<file path="config.mk">
export PLATFORM = sky130hd
export DESIGN_NAME = xint_flag_unit
export DESIGN_NICKNAME = d
export VERILOG_FILES = /design/src/rtl/xint_pkg.sv /design/src/rtl/xint_pin_edge.sv /design/src/rtl/xint_regs.sv /design/src/rtl/xint_flag_unit.sv
export SDC_FILE = /design/constraint.sdc
export NUM_CORES = 1
export LEC_CHECK = 0
export ABC_AREA = 1
export BUFFER_PORTS_ARGS = -buffer_cell sky130_fd_sc_hd__buf_2
export CORE_MARGIN = 2
export CORE_UTILIZATION = 50
export DETAILED_ROUTE_END_ITERATION = 8
export GPL_ROUTABILITY_DRIVEN = 0
export PLACE_DENSITY = 0.78
export SYNTH_ARGS = -nofsm -noshare
export SYNTH_HDL_FRONTEND = slang
export SYNTH_HIERARCHICAL = 1
export SYNTH_SLANG_ARGS = --single-unit
</file>
<file path="constraint.sdc">
create_clock -name clk -period 2.15 [get_ports clk]
set_input_delay 0.3225 -clock clk [delete_from_list [all_inputs] [get_ports clk]]
set_output_delay 0.3225 -clock clk [all_outputs]
set_load 0.02 [all_outputs]
</file>
<file path="src/rtl/xint_pkg.sv">
package xint_pkg;
  localparam int unsigned ADDR_W = 2;

  typedef enum logic [ADDR_W-1:0] {
    SEL_FLAG = 2'd0,
    SEL_POL  = 2'd1,
    SEL_EN   = 2'd2,
    SEL_NONE = 2'd3
  } reg_sel_e;
endpackage

</file>
<file path="src/rtl/xint_pin_edge.sv">
module xint_pin_edge #(
  parameter int unsigned SYNC_STAGES = 2
) (
  input  logic clk,
  input  logic rst_n,
  input  logic pin,
  input  logic fall_sel,
  output logic edge_hit
);
  localparam int unsigned LAST = SYNC_STAGES - 1;

  logic [SYNC_STAGES-1:0] sync_q;
  logic                   prev_q;
  logic                   level;

  // Synchronizer chain: bit 0 samples the pin, bit LAST is the clean level.
  always_ff @(posedge clk or negedge rst_n) begin
    if (!rst_n) begin
      sync_q <= '0;
      prev_q <= 1'b0;
    end else begin
      sync_q <= {sync_q[SYNC_STAGES-2:0], pin};
      prev_q <= sync_q[LAST];
    end
  end

  assign level = sync_q[LAST];

  always_comb begin
    if (fall_sel) edge_hit = prev_q & ~level;
    else          edge_hit = ~prev_q & level;
  end
endmodule

</file>
<file path="src/rtl/xint_regs.sv">
module xint_regs
  import xint_pkg::*;
#(
  parameter int unsigned N_CH = 8
) (
  input  logic              clk,
  input  logic              rst_n,
  input  logic              wr,
  input  logic [ADDR_W-1:0] addr,
  input  logic [N_CH-1:0]   wdata,
  input  logic [N_CH-1:0]   edge_v,
  output logic [N_CH-1:0]   flag_q,
  output logic [N_CH-1:0]   pol_q,
  output logic [N_CH-1:0]   en_q,
  output logic [N_CH-1:0]   rdata
);
  reg_sel_e  sel;
  logic      wr_flag;
  logic      wr_pol;
  logic      wr_en;
  logic [N_CH-1:0] flag_d;

  assign sel     = reg_sel_e'(addr);
  assign wr_flag = wr && (sel == SEL_FLAG);
  assign wr_pol  = wr && (sel == SEL_POL);
  assign wr_en   = wr && (sel == SEL_EN);

  // A detected edge always lands, even over a software clear.
  always_comb begin
    if (wr_flag) flag_d = wdata | edge_v;
    else         flag_d = flag_q | edge_v;
  end

  always_ff @(posedge clk or negedge rst_n) begin
    if (!rst_n) begin
      flag_q <= '0;
      pol_q  <= '0;
      en_q   <= '0;
    end else begin
      flag_q <= flag_d;
      if (wr_pol) pol_q <= wdata;
      if (wr_en)  en_q  <= wdata;
    end
  end

  always_comb begin
    unique case (sel)
      SEL_FLAG: rdata = flag_q;
      SEL_POL:  rdata = pol_q;
      SEL_EN:   rdata = en_q;
      default:  rdata = '0;
    endcase
  end
endmodule

</file>
<file path="src/rtl/xint_flag_unit.sv">
module xint_flag_unit
  import xint_pkg::*;
#(
  parameter int unsigned N_CH        = 8,
  parameter int unsigned SYNC_STAGES = 2
) (
  input  logic              clk,
  input  logic              rst_n,
  input  logic              bus_wr,
  input  logic [ADDR_W-1:0] bus_addr,
  input  logic [N_CH-1:0]   bus_wdata,
  output logic [N_CH-1:0]   bus_rdata,
  input  logic [N_CH-1:0]   pin_in,
  output logic              irq
);
  logic [N_CH-1:0] edge_v;
  logic [N_CH-1:0] flag_q;
  logic [N_CH-1:0] pol_q;
  logic [N_CH-1:0] en_q;

  for (genvar g = 0; g < N_CH; g++) begin : g_ch
    xint_pin_edge #(
      .SYNC_STAGES(SYNC_STAGES)
    ) u_edge (
      .clk      (clk),
      .rst_n    (rst_n),
      .pin      (pin_in[g]),
      .fall_sel (pol_q[g]),
      .edge_hit (edge_v[g])
    );
  end

  xint_regs #(
    .N_CH(N_CH)
  ) u_regs (
    .clk    (clk),
    .rst_n  (rst_n),
    .wr     (bus_wr),
    .addr   (bus_addr),
    .wdata  (bus_wdata),
    .edge_v (edge_v),
    .flag_q (flag_q),
    .pol_q  (pol_q),
    .en_q   (en_q),
    .rdata  (bus_rdata)
  );

  always_ff @(posedge clk or negedge rst_n) begin
    if (!rst_n) irq <= 1'b0;
    else        irq <= |(flag_q & en_q);
  end
endmodule

</file>
==> impl_metrics.tcl, run 1 <==
set metrics [dict create \
    outcome "completed" \
    die_w_um 68.0 \
    post-cts-setup-buffers 0 \
    synth_common_cells "104 x nand2_1, 49 x dfrtp_1, 40 x nand3_1" \
    worst-path-buf-inv 2 \
    rsz0062_at_grt "no" \
    ys_warn_count 6 \
    worstReg2RegStart "u_regs/pol_q[5]" \
    worstSkewPairLatency_ps 290 \
    dpl_cell_area_um2 2250 \
    vias 1609 \
    fin_skew_ps 4.17 \
    clock_path_buffers 2 \
    die-height_um 68.0 \
    track_usage_pct 20.2 \
    ys_types 10 \
    p_leak_nw 1.29 \
    drive_above_1_share_pct 16.4 \
    tritoncts "done" \
    htreeDepth 2 \
    drtIter0Drc 151 \
    syn_to_final_growth_pct 14.1 \
    synthTopCellsByArea "dfrtp_1 60%, nand2_1 19%, nand3_1 9.8%, inv_1 6.1%, nor2_4 2.8%" \
    fill_cells 360 \
    hold_path_class "in -> async" \
    cts_buffers 5 \
    synth_top_cell_area_share_pct 59.9 \
    drv_slew 0 \
    start_kind "primary input" \
    post-synth-top-area-cell "dfrtp_1" \
    post_cts_resized 0 \
    max_slew_margin_pct 60.3 \
    path_clk_slew_ps 80 \
    grt_overflow_total 0 \
    design_area_um2 2340 \
    ys_seq_area_share_pct 59.9 \
    final.min_clock_period_ps 1530 \
    end_kind "output pin" \
    maxCapViolCount 0 \
    detailed_place_hpwl_um 2740 \
    path_cells "buf_2, nor2_4, nand2_1, nand3_1, buf_2" \
    crit_type "in -> out" \
    io_buffer_count 29 \
    dieArea_um2 4620 \
    cts_hold_buffers 0 \
    multiInputGateArea_um2 677 \
    drc 0 \
    avgSynthCellArea_um2 8.56 \
    post-route-util_pct 58.8 \
    synth_area_um2 2050 \
    core_um2 3970 \
    grt_first_pass_wirelength_um 6690 \
    io_pins 30 \
    num_rows 23 \
    tightest_slew_ps 595 \
    fin_tns_setup_ps 0 \
    drt_first_pass_iters 4 \
    via_per_inst 4.97 \
    crit_path_frequent_cell "buf_2" \
    yosys_most_used_dff "dfrtp_1" \
    worst-endpoint-required_ps 1830 \
    yosysMostFrequentCell "nand2_1" \
    final-seq-area_um2 1230 \
    hold_violations 0 \
    fin_crit_sh_pct 71.3 \
    synth_fp_nets 260 \
    initial_core_util_pct 51.5 \
    ys_async_sr_fraction_pct 100 \
    synth_edf_count 0 \
    arrival_ps 1210 \
    final_antenna_net_count 0 \
    cts_sinks 49 \
    fmax_mhz 653 \
    timing.hold.ws_ps 107 \
    clock-root-buffer "clkbuf_8" \
    grt_pass1_vias 1502 \
    fin_nets 295 \
    antenna_cells 0 \
    slowest_delay_ps 370 \
    power_mw 1.92 \
    crit_path_top_delay_cell "nor2_4" \
    netlist_instances 239 \
    power-per-cell-area_nw_per_um2 824 \
    ir_worst_vdd_mv 0.594 \
    crit_path_start "bus_addr[0]" \
    wl_per_cell_um 12.3 \
    drt-total-wl_um 4000 \
    yosys_register_bits 49 \
    antenna_found_initial 0 \
    grt_max_degree 50 \
    reg2reg_slack_ps 1290 \
    path_max_fanout 17 \
    cpLargestDelayFamily "simple AND/OR/NAND/NOR gates" \
    finalSetupViolations 0 \
]
[power breakdown]
part	switching (mW)	internal (mW)	total [mW]	leakage, nW
clock	0.268	0.255	0.524	0.0443
combinational	0.192	0.111	0.304	0.676
sequential	0.0782	1.02	1.10	0.570
total	0.539	1.39	1.92	1.29
[cell families after synthesis]
| group | after synthesis | share of synthesized area (%) |
|---|---|---|
| buffers and inverters | 37 | 7.03 |
| DFF | 49 | 59.9 |
| and+or+nand+nor | 153 | 33.1 |
[final timing paths]
check / endpoint / depth (start not counted)
min in group clk: g_ch[0].u_edge/sync_q[0] / 1
max in group asynchronous: u_regs/flag_q[3] / 2
hold / removal: g_ch[0].u_edge/prev_q / 2
setup / recovery: bus_rdata[3] / 5
hold reg to reg: g_ch[6].u_edge/sync_q[1] / 0
setup reg to reg: u_regs/flag_q[5] / 5
[flip-flops by register name, indices dropped and copies added, names as in the netlist]
register / cells
g_ch.u_edge/sync_q: 16
g_ch.u_edge/prev_q: 8
u_regs/en_q: 8
u_regs/flag_q: 8
u_regs/pol_q: 8
irq: 1
[metrics by stage]
step / worst slack [ps] / instances
after floorplan: 965 / 239
after global placement: 666 / 317
after detailed placement: 634 / 317
after CTS: 629 / 324
after global routing: 555 / 324
final: 618 / 324
[routing by layer]
metal  up-vias  routed length, um  global-route usage [%]
li1        792                  -                       -
met1       761               1630                    25.6
met2        51               2040                    33.1
met3         5                286                    6.09
met4         0                 43                    7.00
met5         -                  0                       0
[final cells by class]
cell class	instances	share of cell area (%)
clock buffer	7	3.70
inverter	35	5.62
multi-input combinational	153	29.0
sequential	49	52.5
tap	50	2.68
timing repair buffer	30	6.53
[layout by cell type (no fill, tap or decap)]
| cell type | netlist | final |
|---|---|---|
| nor2_4 | 5 | 5 |
| nand3_1 | 40 | 40 |
| clkbuf_8 | 0 | 6 |
| inv_2 | 2 | 2 |
| clkbuf_1 | 0 | 1 |
| buf_2 | 1 | 29 |
| buf_4 | 1 | 1 |
| nand2_4 | 2 | 2 |
| inv_1 | 33 | 33 |
| nand2_1 | 104 | 104 |
| nor2_1 | 2 | 2 |
| dfrtp_1 | 49 | 49 |
(Power assumes the default switching activity.)
==> run 2: changes to the inputs <==
- clock period: 2.15 -> 1.53 ns (I/O delays scaled with it)
==> run 2 against run 1 <==
Design area up 1.8%. Die area unchanged. Count of clock-buffer cells in the layout down 1. Critical path depth up 1. Total power up 41%. Clock power up 39%. Global-route usage down 0.41 points. Routed wire length up 0.68%. Setup slack worse by 390 ps. Flip-flop and latch count unchanged.
==> impl_metrics.tcl, run 2 (synthesis results as in run 1) <==
set metrics [dict create \
    dieArea_um2 4620 \
    tritoncts "done" \
    wl_met1_um 1780 \
    max_slew_margin_pct 72.9 \
    drv_slew 0 \
    fmax_mhz 767 \
    wl_met3_um 198 \
    io_buffer_count 29 \
    io_pins 30 \
    antenna_found_initial 0 \
    drt_first_pass_iters 4 \
    final.min_clock_period_ps 1300 \
    die-height_um 68.0 \
    grt_overflow_total 0 \
    wl_per_cell_um 12.2 \
    worst-endpoint-required_ps 1300 \
    track_usage_pct 19.8 \
    end_kind "output pin" \
    hold_path_class "in -> reg" \
    power-per-cell-area_nw_per_um2 1140 \
    die_w_um 68.0 \
    drive_above_1_share_pct 17.6 \
    drtIter0Drc 76 \
    drt-total-wl_um 4030 \
    maxCapViolCount 0 \
    routed.top_layer "met4" \
    crit_type "in -> out" \
    rsz0062_at_grt "no" \
    initial_core_util_pct 51.5 \
    worst-path-buf-inv 3 \
    p_leak_nw 1.32 \
    fin_nets 299 \
    arrival_ps 1070 \
    post_cts_resized 0 \
    fin_crit_sh_pct 85.2 \
    grt_first_pass_wirelength_um 6650 \
    largest_reg_flops 16 \
    p_comb_share_pct 16.2 \
    num_rows 23 \
    via_per_inst 4.96 \
    clock-root-buffer "clkbuf_8" \
    drc 0 \
    dp_cells 320 \
    clock_path_buffers 2 \
    hold_violations 0 \
    top_register "g_ch.u_edge/sync_q" \
    tightest_slew_ps 406 \
    crit_path_top_delay_cell "nor2_4" \
    start_kind "primary input" \
    finalSetupViolations 0 \
    final_antenna_net_count 0 \
    vias 1631 \
    final_common_cell "nand2_1" \
    wl_met2_um 1990 \
    pwr-share-seq_pct 56.9 \
    cts_buffers 5 \
    cts_sinks 49 \
    slowest_delay_ps 200 \
    worstSkewPairLatency_ps 310 \
    pwr-share-clk_pct 26.9 \
    fin_tns_setup_ps 0 \
    path_cells "buf_2, nor2_4, buf_4, nand2_1, nand3_1, buf_2" \
    syn_to_final_growth_pct 16.1 \
    switchingPower_uw 793 \
    p_int_mw 1.92 \
    fin_skew_ps 7.15 \
    detailed_place_hpwl_um 2830 \
    cpLargestDelayFamily "buffers and inverters" \
    path_clk_slew_ps 90 \
    grt_pass1_vias 1541 \
    outcome "completed" \
    path_max_fanout 8 \
    crit_path_frequent_cell "buf_2" \
    antenna_cells 0 \
    ir_worst_vdd_mv 0.613 \
    htreeDepth 2 \
    mostFrequentLayoutCells "104 x nand2_1, 49 x dfrtp_1, 40 x nand3_1, 33 x inv_1, 29 x buf_2" \
    core_um2 3970 \
    instances_no_fill 329 \
    swShare_pct 29.3 \
    grt_max_degree 34 \
]
## run 2: cell count changes in the layout (fill, tap and decap cells not counted), sizes merged
cell	previous run	this run
clkinv	0	2
dlygate4sd3	0	1
clkbuf	7	6
buf	30	33
## run 2: path summary, 6_finish.rpt
kind                                          startpoint                        to  slack [ps]  cells past startpoint
worst min register to register  g_ch[5].u_edge/sync_q[0]  g_ch[5].u_edge/sync_q[1]         340                      0
worst max register to register            u_regs/en_q[3]                       irq         700                      4
min in group asynchronous                          rst_n                       irq         380                      2
worst min-delay path                           pin_in[6]  g_ch[6].u_edge/sync_q[0]          20                      1
max in group asynchronous                          rst_n  g_ch[5].u_edge/sync_q[0]         640                      3
worst max-delay path                         bus_addr[0]              bus_rdata[4]         230                      6
## run 2: cell type report
cell class	instances	area, um^2
clock buffers	6	72.6
clock inverters	2	10.0
fillers	343	1590
inverters	35	131
multi-input cells	153	677
flip-flops and latches	49	1230
well taps	50	62.6
repair buffers	34	198
## run 2: power groups by stage
stage | clock, mW | sequential [mW] | combinational (mW)
floorplan | 0 | 1.54 | 0.281
global placement | 0 | 1.56 | 0.425
detailed placement | 0 | 1.57 | 0.438
CTS | 0.763 | 1.54 | 0.442
global route | 0.806 | 1.56 | 0.501
finish | 0.729 | 1.54 | 0.439
## run 2: routing by layer
layer	global-route usage [%]	vias up
li1	-	807
met1	23.7	778
met2	34.0	40
met3	5.26	6
met4	8.00	0
met5	0	-
## run 2: timing repair
item / 4_1_cts / 5_1_grt
endpoints found under the setup margin: 0 / 0
hold buffers: 1 / 0
setup buffers: 0 / 0
hold endpoints to repair: 16 / 0
## run 2: through the flow
step | power (mW) | hold WS (ps) | utilization, % | setup slack (ps) | instance area (um^2)
finish | 2.71 | 22.0 | 59.9 | 226 | 2380
global placement | 1.98 | 178 | 57.5 | 239 | 2280
detailed placement | 2.01 | 178 | 57.5 | 229 | 2280
CTS | 2.75 | 15.1 | 59.9 | 227 | 2380
global route | 2.87 | 9.01 | 59.9 | 148 | 2380
floorplan | 1.82 | -66.1 | - | 531 | 2050
==> run 3: changes to the inputs <==
- GPL_ROUTABILITY_DRIVEN: 0 -> not set
- PLACE_DENSITY: 0.78 -> 0.71
==> run 3 against run 2 <==
Routed wire length is 3.8% lower. Utilization is 0.063 points lower. Via count is 2.6% lower. Worst hold slack better by 16 ps. Fmax is 1.7% lower. Clock skew is 0.69 ps higher. Register-to-register slack better by 40 ps. First-iteration DRC count is 13% higher.
==> impl_metrics.tcl, run 3 (synthesis results as in run 1) <==
set metrics [dict create \
    p_int_mw 1.92 \
    worstRegToRegCells 4 \
    tightest_slew_ps 419 \
    drtIter0Drc 86 \
    swShare_pct 28.1 \
    fill_cells 357 \
    worstReg2RegStart "u_regs/pol_q[5]" \
    drive_above_1_share_pct 16.8 \
    fin_skew_ps 7.84 \
    arrival_ps 1100 \
    top_register "g_ch.u_edge/sync_q" \
    min_to "g_ch[7].u_edge/sync_q[0]" \
    post-cts-setup-buffers 0 \
    final_antenna_net_count 0 \
    worst-endpoint-required_ps 1300 \
    pwr-share-clk_pct 26.3 \
    max_slew_margin_pct 72.1 \
    finalSetupViolations 0 \
    drc 0 \
    p_leak_nw 1.31 \
    rsz0062_at_grt "no" \
    instances_no_fill 329 \
    hold_depth 1 \
    hold_path_class "in -> reg" \
    dpl_cell_area_um2 2280 \
    place.gp.congestion 0.817 \
    switchingPower_uw 752 \
    hold_violations 0 \
    place_ws_ps 214 \
    timing.hold.ws_ps 37.5 \
    maxCapViolCount 0 \
    mostFrequentLayoutCells "104 x nand2_1, 49 x dfrtp_1, 40 x nand3_1, 33 x inv_1, 29 x buf_2" \
    drt_first_pass_iters 4 \
    grt_pass1_vias 1465 \
    outcome "completed" \
    antenna_cells 0 \
    dieArea_um2 4620 \
    wl_per_cell_um 11.8 \
    cts_buffers 5 \
    final-seq-area_um2 1230 \
    p_comb_share_pct 16.3 \
    fmax_mhz 754 \
    largest_reg_flops 16 \
    clock-root-buffer "clkbuf_8" \
    worstSkewPairLatency_ps 290 \
    die_w_um 68.0 \
    tritoncts "done" \
    crit_type "in -> out" \
    end_kind "output pin" \
    htreeDepth 2 \
    grt_first_pass_wirelength_um 6430 \
    final.min_clock_period_ps 1330 \
    crit_path_start "bus_addr[0]" \
    reg2reg_to "u_regs/flag_q[5]" \
    dp_cells 320 \
    io_pins 30 \
    worst_slack_ps 203 \
    path_max_fanout 15 \
    final_common_cell "nand2_1" \
    multiInputGateArea_um2 677 \
    antenna_found_initial 0 \
    post-route-util_pct 59.8 \
    post_cts_resized 0 \
    power-per-cell-area_nw_per_um2 1130 \
    vias 1588 \
    drt-total-wl_um 3880 \
    reg2reg_slack_ps 740 \
    grt_max_degree 34 \
    detailed_place_hpwl_um 2720 \
    clock_path_buffers 2 \
    fin_nets 299 \
    pwr-share-seq_pct 57.4 \
    ir_worst_vdd_mv 0.779 \
    path_clk_slew_ps 80 \
    fin_crit_sh_pct 86.7 \
    io_buffer_count 29 \
    die-height_um 68.0 \
    grt_overflow_total 0 \
    power_mw 2.68 \
    initial_core_util_pct 51.5 \
    cts_hold_buffers 1 \
    cts_sinks 49 \
    design_area_um2 2370 \
    hold_path_startpoint "pin_in[7]" \
    fin_tns_setup_ps 0 \
    syn_to_final_growth_pct 16.0 \
    num_rows 23 \
    track_usage_pct 19.3 \
    via_per_inst 4.83 \
    start_kind "primary input" \
    core_um2 3970 \
    drv_slew 0 \
]
==> run 3: cell types whose count changed in the layout (fill, tap and decap cells not counted), sizes merged <==
cell,previous run,this run
clkbuf,6,8
clkinv,2,0
==> run 3: power groups by stage <==
stage | Combinational (mW) | Clock, mW | Sequential, mW
after CTS | 0.443 | 0.738 | 1.54
after global placement | 0.428 | 0 | 1.56
final | 0.435 | 0.704 | 1.54
after detailed placement | 0.438 | 0 | 1.56
after floorplan | 0.281 | 0 | 1.54
after global routing | 0.500 | 0.796 | 1.56
==> run 3: worst max-delay path by stage <==
stage / endpoint / slack, ps / cells past startpoint
finish: bus_rdata[3] / 200 / 5
global route: bus_rdata[4] / 140 / 5
CTS: bus_rdata[3] / 210 / 5
detailed placement: bus_rdata[3] / 210 / 5
global placement: bus_rdata[4] / 220 / 5
floorplan: bus_rdata[0] / 530 / 4
==> run 3: worst max-delay path, stage by stage <==
cell and delay (ps):
buf_2 150, nor2_4 340, nand2_1 100, nand3_1 110, buf_2 160
==> run 3: layout make-up <==
cell class | count | share of cell area, %
Clock buffer | 8 | 3.37
Inverter | 35 | 5.53
Multi-Input combinational cell | 153 | 28.5
Sequential cell | 49 | 51.6
Tap cell | 50 | 2.63
Timing Repair Buffer | 34 | 8.32
==> run 3: layer usage <==
| metal | wire [um] | track usage [%] | share of wire (%) |
|---|---|---|---|
| met1 | 1800 | 25.4 | 46 |
| met2 | 1820 | 31.2 | 47 |
| met3 | 210 | 5.43 | 5.4 |
| met4 | 48 | 6.00 | 1.2 |
| met5 | 0 | 0 | 0 |
